==> config.mk <==
export PLATFORM = sky130hd
export DESIGN_NAME = pingpong_part_writer
export DESIGN_NICKNAME = d
export VERILOG_FILES = /design/src/rtl/pp_wr_pkg.sv /design/src/rtl/pp_addr_gen.sv /design/src/rtl/pp_swap_ctrl.sv /design/src/rtl/pp_port_mux.sv /design/src/rtl/pingpong_part_writer.sv
export SDC_FILE = /design/constraint.sdc
export NUM_CORES = 1
export LEC_CHECK = 0
export BUFFER_PORTS_ARGS = -buffer_cell sky130_fd_sc_hd__buf_2
export CORE_UTILIZATION = 43
export CTS_CLUSTER_SIZE = 8
export DETAILED_ROUTE_END_ITERATION = 8
export GPL_TIMING_DRIVEN = 0
export PLACE_DENSITY = 0.82
export SYNTH_ARGS = -nofsm -noshare
export SYNTH_HDL_FRONTEND = slang
export SYNTH_SLANG_ARGS = --single-unit
==> constraint.sdc <==
create_clock -name clk -period 4.2 [get_ports clk]
set_input_delay 0.21 -clock clk [delete_from_list [all_inputs] [get_ports clk]]
set_output_delay 0.21 -clock clk [all_outputs]
set_load 0.01 [all_outputs]
==> src/rtl/pp_wr_pkg.sv <==
package pp_wr_pkg;
  typedef enum logic {
    ST_FILL = 1'b0,
    ST_HOLD = 1'b1
  } wr_state_e;
endpackage

==> src/rtl/pp_addr_gen.sv <==
// Interleaved address counter: partition index is the fast digit,
// in-partition offset the slow digit.
module pp_addr_gen #(
  parameter int NUM_PART   = 32,
  parameter int PART_DEPTH = 32,
  localparam int PART_W = $clog2(NUM_PART),
  localparam int OFF_W  = $clog2(PART_DEPTH),
  localparam int ADDR_W = PART_W + OFF_W
) (
  input  logic              clk,
  input  logic              rst_n,
  input  logic              adv,
  input  logic              clr,
  output logic [ADDR_W-1:0] addr,
  output logic              last
);
  localparam logic [PART_W-1:0] PART_MAX = PART_W'(NUM_PART - 1);
  localparam logic [OFF_W-1:0]  OFF_MAX  = OFF_W'(PART_DEPTH - 1);

  logic [PART_W-1:0] part_q, part_d;
  logic [OFF_W-1:0]  off_q,  off_d;
  logic              part_wrap;

  assign part_wrap = (part_q == PART_MAX);
  assign last      = part_wrap && (off_q == OFF_MAX);
  assign addr      = {part_q, off_q};

  always_comb begin
    part_d = part_q;
    off_d  = off_q;
    if (clr) begin
      part_d = '0;
      off_d  = '0;
    end else if (adv) begin
      if (part_wrap) begin
        part_d = '0;
        off_d  = (off_q == OFF_MAX) ? '0 : off_q + 1'b1;
      end else begin
        part_d = part_q + 1'b1;
      end
    end
  end

  always_ff @(posedge clk or negedge rst_n) begin
    if (!rst_n) begin
      part_q <= '0;
      off_q  <= '0;
    end else if (adv || clr) begin
      part_q <= part_d;
      off_q  <= off_d;
    end
  end
endmodule

==> src/rtl/pp_swap_ctrl.sv <==
// Fill/hold sequencing, buffer flag and drain bookkeeping.
module pp_swap_ctrl
  import pp_wr_pkg::*;
(
  input  logic clk,
  input  logic rst_n,
  input  logic last_accept,
  input  logic drain_done,
  output logic hold,
  output logic swap_now,
  output logic sel,
  output logic swap_pulse
);
  wr_state_e state_q, state_d;
  logic      sel_d;
  logic      other_empty_q, other_empty_d;
  logic      pulse_d;

  assign hold     = (state_q == ST_HOLD);
  assign swap_now = hold && (other_empty_q || drain_done);

  always_comb begin
    state_d       = state_q;
    sel_d         = sel;
    other_empty_d = other_empty_q;
    pulse_d       = 1'b0;
    if (drain_done)
      other_empty_d = 1'b1;
    unique case (state_q)
      ST_FILL: if (last_accept) state_d = ST_HOLD;
      ST_HOLD: if (swap_now) begin
        state_d       = ST_FILL;
        sel_d         = ~sel;
        other_empty_d = 1'b0;
        pulse_d       = 1'b1;
      end
      default: state_d = ST_FILL;
    endcase
  end

  always_ff @(posedge clk or negedge rst_n) begin
    if (!rst_n) begin
      state_q       <= ST_FILL;
      sel           <= 1'b0;
      other_empty_q <= 1'b1;
      swap_pulse    <= 1'b0;
    end else begin
      state_q       <= state_d;
      sel           <= sel_d;
      other_empty_q <= other_empty_d;
      swap_pulse    <= pulse_d;
    end
  end
endmodule

==> src/rtl/pp_port_mux.sv <==
// Steers the accepted word to the selected buffer port.
module pp_port_mux #(
  parameter int NUM_PORTS = 2,
  parameter int DATA_W    = 16,
  parameter int ADDR_W    = 10,
  localparam int SEL_W = (NUM_PORTS > 1) ? $clog2(NUM_PORTS) : 1
) (
  input  logic                  fire,
  input  logic [SEL_W-1:0]      sel,
  input  logic [ADDR_W-1:0]     addr,
  input  logic [DATA_W-1:0]     data,
  output logic [NUM_PORTS-1:0]  we,
  output logic [ADDR_W-1:0]     port_addr [NUM_PORTS],
  output logic [DATA_W-1:0]     port_data [NUM_PORTS]
);
  for (genvar i = 0; i < NUM_PORTS; i++) begin : g_port
    assign we[i]        = fire && (sel == SEL_W'(i));
    assign port_addr[i] = addr;
    assign port_data[i] = data;
  end
endmodule

==> src/rtl/pingpong_part_writer.sv <==
module pingpong_part_writer #(
  parameter int DATA_W     = 16,
  parameter int NUM_PART   = 32,
  parameter int PART_DEPTH = 32,
  localparam int ADDR_W = $clog2(NUM_PART) + $clog2(PART_DEPTH)
) (
  input  logic              clk,
  input  logic              rst_n,
  input  logic [DATA_W-1:0] in_data,
  input  logic              in_valid,
  output logic              in_ready,
  input  logic              drain_done,
  output logic              buf0_we,
  output logic [ADDR_W-1:0] buf0_addr,
  output logic [DATA_W-1:0] buf0_data,
  output logic              buf1_we,
  output logic [ADDR_W-1:0] buf1_addr,
  output logic [DATA_W-1:0] buf1_data,
  output logic              buf_sel,
  output logic              swap_pulse
);
  logic              hold, swap_now, fire, last;
  logic [ADDR_W-1:0] addr;
  logic [1:0]        we;
  logic [ADDR_W-1:0] p_addr [2];
  logic [DATA_W-1:0] p_data [2];

  assign in_ready = !hold;
  assign fire     = in_valid && in_ready;

  pp_addr_gen #(.NUM_PART(NUM_PART), .PART_DEPTH(PART_DEPTH)) u_addr (
    .clk(clk), .rst_n(rst_n), .adv(fire), .clr(swap_now),
    .addr(addr), .last(last)
  );

  pp_swap_ctrl u_ctrl (
    .clk(clk), .rst_n(rst_n), .last_accept(fire && last),
    .drain_done(drain_done), .hold(hold), .swap_now(swap_now),
    .sel(buf_sel), .swap_pulse(swap_pulse)
  );

  pp_port_mux #(.NUM_PORTS(2), .DATA_W(DATA_W), .ADDR_W(ADDR_W)) u_mux (
    .fire(fire), .sel(buf_sel), .addr(addr), .data(in_data),
    .we(we), .port_addr(p_addr), .port_data(p_data)
  );

  assign buf0_we   = we[0];
  assign buf1_we   = we[1];
  assign buf0_addr = p_addr[0];
  assign buf1_addr = p_addr[1];
  assign buf0_data = p_data[0];
  assign buf1_data = p_data[1];
endmodule

---- Word level (Yosys, flattened, before mapping) ----
Cells that the tools add are included.
storage, ports and cells
  register bits ........................... 14
  output and inout bits ................... 57
  word-level logic and storage cells ...... 41
cells by class
  $add $sub $neg .......................... 2
  equality and inequality tests ........... 2
  multiplexer cells ....................... 15
  bitwise logic cells ..................... 2
  reduce and logical (&&, ||, !) cells .... 14
operator list
  operator               count
  $mux W5                7
  $add A5 B1 Y5 const B  2
  $eq A5 B5 Y1 const B   2
  $mux W1                7
  $logic_and A1 B1 Y1    6
  $reduce_and A2 Y1      2
  $reduce_bool A2 Y1     2
  $reduce_and A3 Y1      1
  $logic_or A1 B1 Y1     2
  $not A1 Y1             2
  $pmux W1 S2            1
  $logic_not A1 Y1       1

---- Logic depth before layout (Yosys ltp) ----
Gate-level depths: netlist of the first run.
  word-level depth ........................ 5
  mapped depth ............................ 6
  gate-level depth less buffers ........... 6

---- Cells and area by module ----
Synthesis of the first run repeated with hierarchy kept, for this count alone.
unflattened totals
  cells, all modules ...................... 123
  area, all modules ....................... 1,122.3 um2
modules (own cells, without submodules)
  module                times used  cells an instance  area an instance (um2)  seq. area each (um2)
  pp_addr_gen           1           56                 551.8                   250.2
  pp_port_mux           1           54                 406.6                   0.0
  pp_swap_ctrl          1           10                 145.1                   101.3
  pingpong_part_writer  1           3                  18.8                    0.0

---- Worst setup path before layout of the first run ----
OpenSTA, ideal clock, no wires.
  path type ............................... register -> register
  start point ............................. register u_addr.part_q[0]
  end point ............................... register u_addr.off_q[3]
  library setup time ...................... 0.077 ns
  arrival time ............................ 1.773 ns
  required time ........................... 4.123 ns
  setup slack ............................. 2.350 ns
  stages on the path, launching flop included .. 7
  buffers on the path ..................... 0
  clock period less this slack ............ 1.850 ns
  path through ............................ dfrtp_1 ha_1 and3_1 ha_1 nand3b_4 or4_1 a21oi_1
between the ends
  longest elaborated chain between the ends .. 3
ends and longest elaborated chain
  element                              line               RTL
  start: declaration                   pp_addr_gen.sv:20  logic [PART_W-1:0] part_q, part_d;
  start signal: assignment             pp_addr_gen.sv:49  part_q <= part_d;
  $eq A5 B5 Y1                         pp_addr_gen.sv:24  assign part_wrap = (part_q == PART_MAX);
  $reduce_bool A2 Y1 (no source line)  --
  $reduce_and A3 Y1 (no source line)   --
  end signal: assignment               pp_addr_gen.sv:47  off_q <= '0;
  end signal: assignment               pp_addr_gen.sv:50  off_q <= off_d;
  end: declaration                     pp_addr_gen.sv:21  logic [OFF_W-1:0] off_q, off_d;
Every way passes these cells.
A chain may end at the register's enable or synchronous reset.

---- Worst setup path after layout of the first run ----
  start point ............................. register u_addr.part_q[0]
  end point ............................... register u_addr.off_q[2]
Same word-level chain as after synthesis.

==> qor.yml, run 1 <==
outcome:
  status: "complete, no violations"
setup_path:
  cp-end-kind: "flip-flop"
  cp_max_fo: 9
  cp_data_arrival_time_ns: 2.19
  critPathLaunchType: "flip-flop"
  rr_startpoint: "u_addr.part_q[0]"
  r2r-end: "u_addr.off_q[2]"
  required_ns: 4.39
  ff2ff_path_depth: 6
  reg2reg_slack_ns: 2.21
  path_class: "reg2reg"
sta:
  setup_viol: 0
  finalCritPeriodShare_pct: 47.50
  period_needed_ns: 1.995
  rsz0062_at_grt: "no"
  max_freq_mhz: 501.3
  finalWorstSetupSlack_ns: 2.205
  worst_clock_skew_ns: 0.004200
  relSlewSlack_pct: 78.53
  maxSlewViolCount: 0
  tns_ns: 0
  worstMarginPinSlew_ns: 0.3221
  finalHoldViolCount: 0
floorplan:
  io_pins: 77
  die_area_um2: 2573
  die_y_um: 50.73
  design.core.area_um2: 2233
  die_w_um: 50.73
  initial_utilization_pct: 45.71
  placementRows: 17
synth:
  syn_area_um2: 1021
  synth_area_leader_cell: "dfrtp_1"
  synth_edf_count: 0
  synth_top_area_share_pct: 31.86
  syn_inst: 111
  ys_seq_area_share_pct: 34.44
  synth.yosys.warnings: 0
  ys_top_cells_by_area: "dfrtp_1 32%, buf_4 31%, ha_1 6.1%"
  synth_ff_type: "dfrtp_1"
  synth_cell_types: 27
  synthesis.nets: 136
  synth-seq-cells: 14
  avgSynthCellArea_um2: 9.198
  synthArstFlopShare_pct: 100.0
worst_hold_path:
  min_to: "u_ctrl.other_empty_q"
  min_path_type: "in2reg"
  min_from: "drain_done"
  hold_path_depth: 3
clock_network:
  clk_pin_slew_worst_paths_ns: 0.08
  cts_htree_levels: 1
  clock-root-buffer: "clkbuf_4"
  clockBufferDepth: 2
  cts_tree: "done"
  clock-sinks: 14
  numCtsBuffers: 3
  clkLatencyLatePin_ns: 0.27
pwr:
  ir_worst_vdd_v: 0.0002565
  power_density_nw_per_um2: 358.1
  p_leak_nw: 0.8395
routing:
  dr.pass1.iters: 4
  drcViolationCount: 0
  drt_iter0_markers: 12
  ant_nets: 0
  drt_wl_total_um: 1937
  vias: 926
  via_per_inst: 4.539
  wl_per_cell_um: 9.495
grt:
  grt_start_max_net_pins: 15
  groute.usage.overall_pct: 15.34
  grt_overflow_total: 0
  grt_pass1_vias: 769
  grt_pass1_wl_um: 3049
  antenna_found_initial: 0
finish:
  syn_to_final_growth_pct: 36.40
  layout_common_cells: "61 x buf_2, 42 x buf_4, 13 x dfrtp_1"
  final_common_cell: "buf_2"
  nets: 202
  n_fill_cell: 202
  drive_gt1_share_pct: 62.50
  antenna_cells: 0
placement:
  dpl.hpwl_um: 1633
  place_ws_ns: 2.229
  gp_congestion: 0.7984
  placement.io_buffers: 60
job:
  cap_violations: 0
[power breakdown]
group / internal [mW] / switching, mW / total [mW]
sequential: 0.162 / 0.0407 / 0.202
clock: 0.0367 / 0.0393 / 0.0760
combinational: 0.126 / 0.0948 / 0.220
total: 0.324 / 0.175 / 0.499
[worst max path at each step]
stage                                start              end  slack, ns
after global routing      u_addr.part_q[0]  u_addr.off_q[3]       2.07
after global placement    u_addr.part_q[0]  u_addr.off_q[3]       2.28
after floorplan           u_addr.part_q[0]  u_addr.off_q[3]       2.35
after detailed placement  u_addr.part_q[0]  u_addr.off_q[2]       2.23
after CTS                 u_addr.part_q[0]  u_addr.off_q[3]       2.21
final                     u_addr.part_q[0]  u_addr.off_q[2]       2.21
[worst max-delay path: stages, from the launching register on]
cell and delay [ns]:
dfrtp_1 0.45, ha_1 0.22, and3_1 0.16, ha_1 0.27, nand3b_4 0.15, or4b_1 0.49
a21oi_1 0.17
[cells in the mapped netlist (2+ instances only)]
| library cell | instances |
|---|---|
| or4_1 | 2 |
| a31oi_1 | 2 |
| a21oi_1 | 6 |
| nand2_1 | 6 |
| dfrtp_1 | 13 |
| inv_1 | 2 |
| nand3_1 | 2 |
| and3_1 | 2 |
| nor2_1 | 8 |
| buf_4 | 42 |
| o21ai_0 | 6 |
| ha_1 | 5 |
[area by class of cell]
cell class | instances | area (um2) | area share (%)
inverters | 2 | 7.507 | 0.5391
clock buffers | 4 | 26.28 | 1.887
flip-flops and latches | 14 | 351.6 | 25.25
multi-input cells | 52 | 341.6 | 24.53
well taps | 28 | 35.03 | 2.516
plain buffers | 43 | 320.3 | 23.00
repair buffers | 61 | 310.3 | 22.28
[cells by family (layout without fill, tap and decap cells)]
| group | after synthesis | count (layout) | synth area share, % |
|---|---|---|---|
| DFF | 14 | 14 | 34.44 |
| muxes | 1 | 1 | 0.9804 |
| buffers and inverters | 45 | 110 | 32.11 |
| xor gates and xnor gates | 2 | 2 | 1.716 |
| AOI/OAI and AO/OA | 15 | 15 | 7.966 |
| and+or+nand+nor | 29 | 29 | 16.67 |
| adders and majority gates | 5 | 5 | 6.127 |
[flip-flops by register name (all words and copies together) (netlist names)]
| register | flops |
|---|---|
| u_ctrl.other_empty_q | 1 |
| u_addr.off_q | 5 |
| u_ctrl.swap_pulse | 1 |
| u_addr.part_q | 5 |
| u_ctrl.sel | 1 |
| u_ctrl.hold | 1 |
[repair_timing]
| action | CTS | global route |
|---|---|---|
| buffers inserted | 0 | 0 |
| endpoints found under the hold margin | 13 | 0 |
| hold buffers | 1 | 0 |
| setup endpoints to repair | 0 | 0 |
| gates resized for setup | 0 | 0 |
[routing by layer]
layer / up-vias / GRT usage, % / wire length (um)
met5: - / 0 / 0
met3: 0 / 3.030 / 166
met2: 51 / 28.22 / 975
met1: 415 / 18.39 / 795
li1: 460 / - / -
met4: 0 / 2.778 / 0
[stage by stage]
stage	power, mW	area, um2	utilization, %	hold slack [ns]	cells
4_1_cts	0.5050	1393	62.35	0.1938	204
3_3_place_gp	0.4179	1356	60.73	0.1135	199
3_5_place_dp	0.4262	1356	60.73	0.1205	199
2_1_floorplan	0.3412	1021	-	-0.08559	111
6_report	0.4987	1393	62.35	0.1998	204
5_1_grt	0.5377	1393	62.35	0.2014	204
(Power assumes the default switching activity.)
==> run 2, diff against run 1 <==
--- a/config.mk
+++ b/config.mk
@@ -6,11 +6,12 @@
 export NUM_CORES = 1
 export LEC_CHECK = 0
 export BUFFER_PORTS_ARGS = -buffer_cell sky130_fd_sc_hd__buf_2
-export CORE_UTILIZATION = 43
+export CORE_ASPECT_RATIO = 2
+export CORE_UTILIZATION = 36
 export CTS_CLUSTER_SIZE = 8
 export DETAILED_ROUTE_END_ITERATION = 8
 export GPL_TIMING_DRIVEN = 0
-export PLACE_DENSITY = 0.82
+export PLACE_DENSITY = 0.73
 export SYNTH_ARGS = -nofsm -noshare
 export SYNTH_HDL_FRONTEND = slang
 export SYNTH_SLANG_ARGS = --single-unit
==> constraint.sdc (replaced) <==
create_clock -name clk -period 1.7 [get_ports clk]
set_input_delay 0.085 -clock clk [delete_from_list [all_inputs] [get_ports clk]]
set_output_delay 0.085 -clock clk [all_outputs]
set_load 0.01 [all_outputs]
==> qor.yml, run 2 (synthesis gave the netlist of run 1 again) <==
routing:
  via_per_inst: 4.618
  wl_per_cell_um: 11.24
  dr.pass1.iters: 4
  ant_nets: 0
  drcViolationCount: 0
  vias: 1002
  drt_wl_total_um: 2440
  drt_iter0_markers: 13
setup_path:
  slowest_stage: "or4_4"
  r2r-end: "u_addr.off_q[3]"
  ff2ff_path_depth: 5
  cp_data_arrival_time_ns: 1.86
  worstSetupStartpoint: "u_addr.off_q[0]"
  critPathLaunchType: "flip-flop"
  cp-end-kind: "flip-flop"
  required_ns: 1.88
  rr_startpoint: "u_addr.off_q[0]"
  cpMostUsedCell: "ha_4"
  reg2reg_slack_ns: 0.02
  crit_chain: "ha_4 > and3_4 > ha_4 > or4_4 > a21oi_2"
  cp_max_fo: 3
  crit_end: "u_addr.off_q[3]"
  max_stage_delay_ns: 0.51
  path_class: "reg2reg"
grt:
  grt_pass1_wl_um: 3560
  antenna_found_initial: 0
  grt_overflow_total: 0
  grt_start_max_net_pins: 15
  grt_pass1_vias: 861
  groute.usage.overall_pct: 16.42
finish:
  postLayoutCellArea_um2: 1595
  utilization_pct: 58.30
  syn_to_final_growth_pct: 56.25
  drive_gt1_share_pct: 73.94
  n_fill_cell: 231
  final_common_cell: "buf_2"
  nets: 214
  antenna_cells: 0
  layout_common_cells: "61 x buf_2, 54 x buf_4, 10 x dfrtp_1"
  instances_no_fill: 217
  top_regs: "u_addr.off_q (5), u_addr.part_q (5)"
placement:
  place_ws_ns: -0.09359
  place_area_um2: 1396
  dp_cells: 200
  placement.io_buffers: 60
  gp_congestion: 0.7707
  dpl.hpwl_um: 1709
sta:
  hold_ws_ns: 0.09143
  relSlewSlack_pct: 78.03
  period_needed_ns: 1.680
  finalHoldViolCount: 0
  tns_ns: 0
  finalWorstSetupSlack_ns: 0.01956
  worstMarginPinSlew_ns: 0.3296
  worst_clock_skew_ns: 0.006623
  finalCritPeriodShare_pct: 98.85
  rsz0062_at_grt: "yes"
  maxSlewViolCount: 0
  max_freq_mhz: 595.1
  setup_viol: 0
outcome:
  status: "complete, no violations"
clock_network:
  numCtsBuffers: 3
  clk_pin_slew_worst_paths_ns: 0.06
  cts_tree: "done"
  cts_htree_levels: 1
  clock-root-buffer: "clkbuf_8"
  clkLatencyLatePin_ns: 0.25
  clockBufferDepth: 2
  clock-sinks: 14
job:
  cap_violations: 0
floorplan:
  die_y_um: 77.31
  io_pins: 77
  die_w_um: 39.66
  design.core.area_um2: 2736
  die_area_um2: 3066
  initial_utilization_pct: 37.31
  placementRows: 27
pwr:
  ir_worst_vdd_v: 0.0003796
  p_leak_nw: 0.8920
  power_mw: 1.476
  power_density_nw_per_um2: 925.4
worst_hold_path:
  min_path_type: "in2reg"
-- run 2: worst min-delay path by stage --
stage	to	slack, ns	from	depth (start not counted)
floorplan	u_addr.off_q[0]	-0.21	rst_n	0
global placement	u_ctrl.swap_pulse	-0.005	rst_n	1
detailed placement	u_ctrl.swap_pulse	-0.002	rst_n	1
CTS	u_ctrl.other_empty_q	0.10	drain_done	3
global route	u_ctrl.other_empty_q	0.11	drain_done	3
finish	u_ctrl.other_empty_q	0.09	drain_done	3
-- run 2: metal layers --
layer / GRT usage, % / vias up / wire length, um
met3: 3.468 / 5 / 173
met2: 30.00 / 57 / 1360
met1: 14.55 / 457 / 857
met5: 0 / - / 0
met4: 9.310 / 0 / 49
li1: - / 483 / -
-- run 2: worst max-delay path, delay by kind of cell (launching register included) --
| family | cells | cell delay [ns] |
|---|---|---|
| compound gates | 1 | 0.15 |
| fa+ha+maj | 2 | 0.33 |
| flops | 1 | 0.43 |
| simple gates | 2 | 0.70 |
-- run 2: layout make-up --
| class | instances | area, um2 | area share, % |
|---|---|---|---|
| Inverter | 2 | 7.507 | 0.4706 |
| Sequential cell | 14 | 355.3 | 22.27 |
| Timing Repair Buffer | 73 | 400.4 | 25.10 |
| Buffer | 43 | 320.3 | 20.08 |
| Clock buffer | 4 | 45.04 | 2.824 |
| Tap cell | 29 | 36.28 | 2.275 |
| Multi-Input combinational cell | 52 | 430.4 | 26.98 |
-- run 2: timing repair --
item / CTS / global route
endpoints found under the hold margin: 13 / 0
resized for setup: 3 / 8
pin swaps: 2 / 7
buffers inserted: 6 / 6
endpoints found under the setup margin: 5 / 5
cloned: 0 / 0
hold buffers: 1 / 0
-- run 2: power breakdown --
part / leakage, nW / switching, mW / internal [mW]
clock network: 0.0228 / 0.123 / 0.166
logic: 0.691 / 0.304 / 0.388
registers: 0.178 / 0.0869 / 0.407
==> run 3, diff against run 2 <==
--- a/config.mk
+++ b/config.mk
@@ -6,12 +6,13 @@
 export NUM_CORES = 1
 export LEC_CHECK = 0
 export BUFFER_PORTS_ARGS = -buffer_cell sky130_fd_sc_hd__buf_2
-export CORE_ASPECT_RATIO = 2
-export CORE_UTILIZATION = 36
+export CORE_UTILIZATION = 41
+export CTS_BUF_LIST = sky130_fd_sc_hd__clkbuf_8
 export CTS_CLUSTER_SIZE = 8
 export DETAILED_ROUTE_END_ITERATION = 8
 export GPL_TIMING_DRIVEN = 0
-export PLACE_DENSITY = 0.73
+export PLACE_DENSITY = 0.79
+export RECOVER_POWER = 100
 export SYNTH_ARGS = -nofsm -noshare
 export SYNTH_HDL_FRONTEND = slang
 export SYNTH_SLANG_ARGS = --single-unit
==> constraint.sdc (replaced) <==
create_clock -name clk -period 1.85 [get_ports clk]
set_input_delay 0.0925 -clock clk [delete_from_list [all_inputs] [get_ports clk]]
set_output_delay 0.0925 -clock clk [all_outputs]
set_load 0.01 [all_outputs]
==> qor.yml, run 3 (synthesis gave the netlist of run 1 again) <==
outcome:
  status: "complete, no violations"
finish:
  nets: 206
  drive_gt1_share_pct: 42.22
  n_fill_cell: 224
  syn_to_final_growth_pct: 39.34
  seqCellArea_um2: 355.3
  antenna_cells: 0
  top_regs: "u_addr.off_q (5), u_addr.part_q (5)"
  final_common_cell: "clkbuf_1"
  multi_input_area_um2: 391.6
  layout_common_cells: "50 x clkbuf_1, 33 x buf_4, 15 x buf_2"
placement:
  gp_congestion: 0.8056
  dpl.hpwl_um: 1731
  placement.io_buffers: 60
sta:
  rsz0062_at_grt: "no"
  setup_viol: 0
  maxSlewViolCount: 0
  max_freq_mhz: 561.9
  period_needed_ns: 1.780
  worstMarginPinSlew_ns: 0.7734
  worst_clock_skew_ns: 0.0009068
  finalHoldViolCount: 0
  relSlewSlack_pct: 48.44
  tns_ns: 0
  finalCritPeriodShare_pct: 96.20
pwr:
  power_frac_clock_pct: 19.9
  power_mw: 1.250
  ir_worst_vdd_v: 0.0006148
  p_sw_share_pct: 35.16
  p_sw_mw: 0.4396
  intPower_mw: 0.8106
  seq_power_share_pct: 35.4
  p_leak_nw: 0.7016
  power_frac_comb_pct: 44.8
  power_density_nw_per_um2: 878.8
floorplan:
  initial_utilization_pct: 44.86
  design.core.area_um2: 2276
  die_y_um: 51.90
  io_pins: 77
  die_w_um: 51.90
  placementRows: 17
  die_area_um2: 2694
routing:
  wl_per_cell_um: 10.44
  drt_wl_total_um: 2172
  dr.pass1.iters: 4
  drt_iter0_markers: 8
  vias: 948
  via_per_inst: 4.558
  ant_nets: 0
  drcViolationCount: 0
setup_path:
  reg2reg_slack_ns: 0.07
  required_ns: 2.02
  path_class: "reg2reg"
  worstSetupStartpoint: "u_addr.off_q[1]"
  crit_end: "u_addr.off_q[3]"
  rr_startpoint: "u_addr.off_q[1]"
  cp_max_fo: 4
  critPathLaunchType: "flip-flop"
  cp_data_arrival_time_ns: 1.94
  ff2ff_path_depth: 5
  cp-end-kind: "flip-flop"
  r2r-end: "u_addr.off_q[3]"
grt:
  grt_start_max_net_pins: 15
  groute.usage.overall_pct: 16.25
  grt_pass1_vias: 842
  grt_overflow_total: 0
  grt_pass1_wl_um: 3208
  antenna_found_initial: 0
clock_network:
  numCtsBuffers: 3
  cts_tree: "done"
  cts_htree_levels: 1
  clk_pin_slew_worst_paths_ns: 0.06
  clockBufferDepth: 2
  clock-root-buffer: "clkbuf_8"
  clock-sinks: 14
  clkLatencyLatePin_ns: 0.24
job:
  cap_violations: 0
worst_hold_path:
  min_path_type: "in2reg"
-- run 3: cell count changes in the layout (fill, tap and decap cells not counted), sizes merged --
cell	change
buf	-67
clkbuf	+58
inv	+1
-- run 3: timing repair --
action                                 4_1_cts  5_1_grt
buffers inserted                             3        1
resized for setup                            5        8
hold buffers                                 1        0
setup endpoints to repair                    5        4
endpoints found under the hold margin       13        0
pin swaps                                    0        0
-- run 3: area by class of cell --
class                   instances  area share, %
plain buffers                  43          22.43
clock buffers                   3          2.902
clock inverters                 1         0.2639
inverters                       2         0.5277
multi-input cells              52          27.53
flip-flops and latches         14          24.98
well taps                      28          2.463
repair buffers                 65          18.91
-- run 3: per-stage QoR --
stage / instance area, um2 / utilization [%] / hold WS [ns] / cells / worst slack [ns]
floorplan: 1022 / - / -0.2031 / 111 / 0.01873
global placement: 1358 / 59.65 / 0.002000 / 199 / -0.04691
detailed placement: 1358 / 59.65 / 0.004530 / 199 / -0.1853
CTS: 1453 / 63.83 / 0.1157 / 207 / 0.002890
global route: 1423 / 62.51 / 0.1288 / 208 / 0.01787
finish: 1423 / 62.51 / 0.1101 / 208 / 0.07022
-- run 3: layer usage --
metal  wire [um]  vias up  GRT usage [%]
met5           0        -              0
met4           0        0          8.559
met3         218        0          2.632
met2        1104       56          29.06
met1         849      419          18.15
li1            -      473              -
-- run 3: power groups by stage --
stage	sequential (mW)	combinational (mW)	clock (mW)
2_1_floorplan	0.479	0.298	0
3_3_place_gp	0.458	0.496	0
3_5_place_dp	0.468	0.510	0
4_1_cts	0.432	0.608	0.254
5_1_grt	0.453	0.631	0.271
6_report	0.442	0.560	0.248
-- run 3: critical path, stage by stage, from the launching register on --
cell and delay [ns]:
dfrtp_2 0.43, ha_1 0.21, and3_1 0.21, ha_2 0.19, or4_4 0.52, a21oi_2 0.15
-- run 3: how the worst min path moves through the flow --
stage / start / endpoint / depth (start not counted)
after floorplan: rst_n / u_addr.off_q[0] / 0
after global placement: rst_n / u_addr.part_q[3] / 1
after detailed placement: rst_n / u_addr.part_q[3] / 1
after CTS: drain_done / u_ctrl.other_empty_q / 3
after global routing: drain_done / u_ctrl.other_empty_q / 3
final: drain_done / u_ctrl.other_empty_q / 3
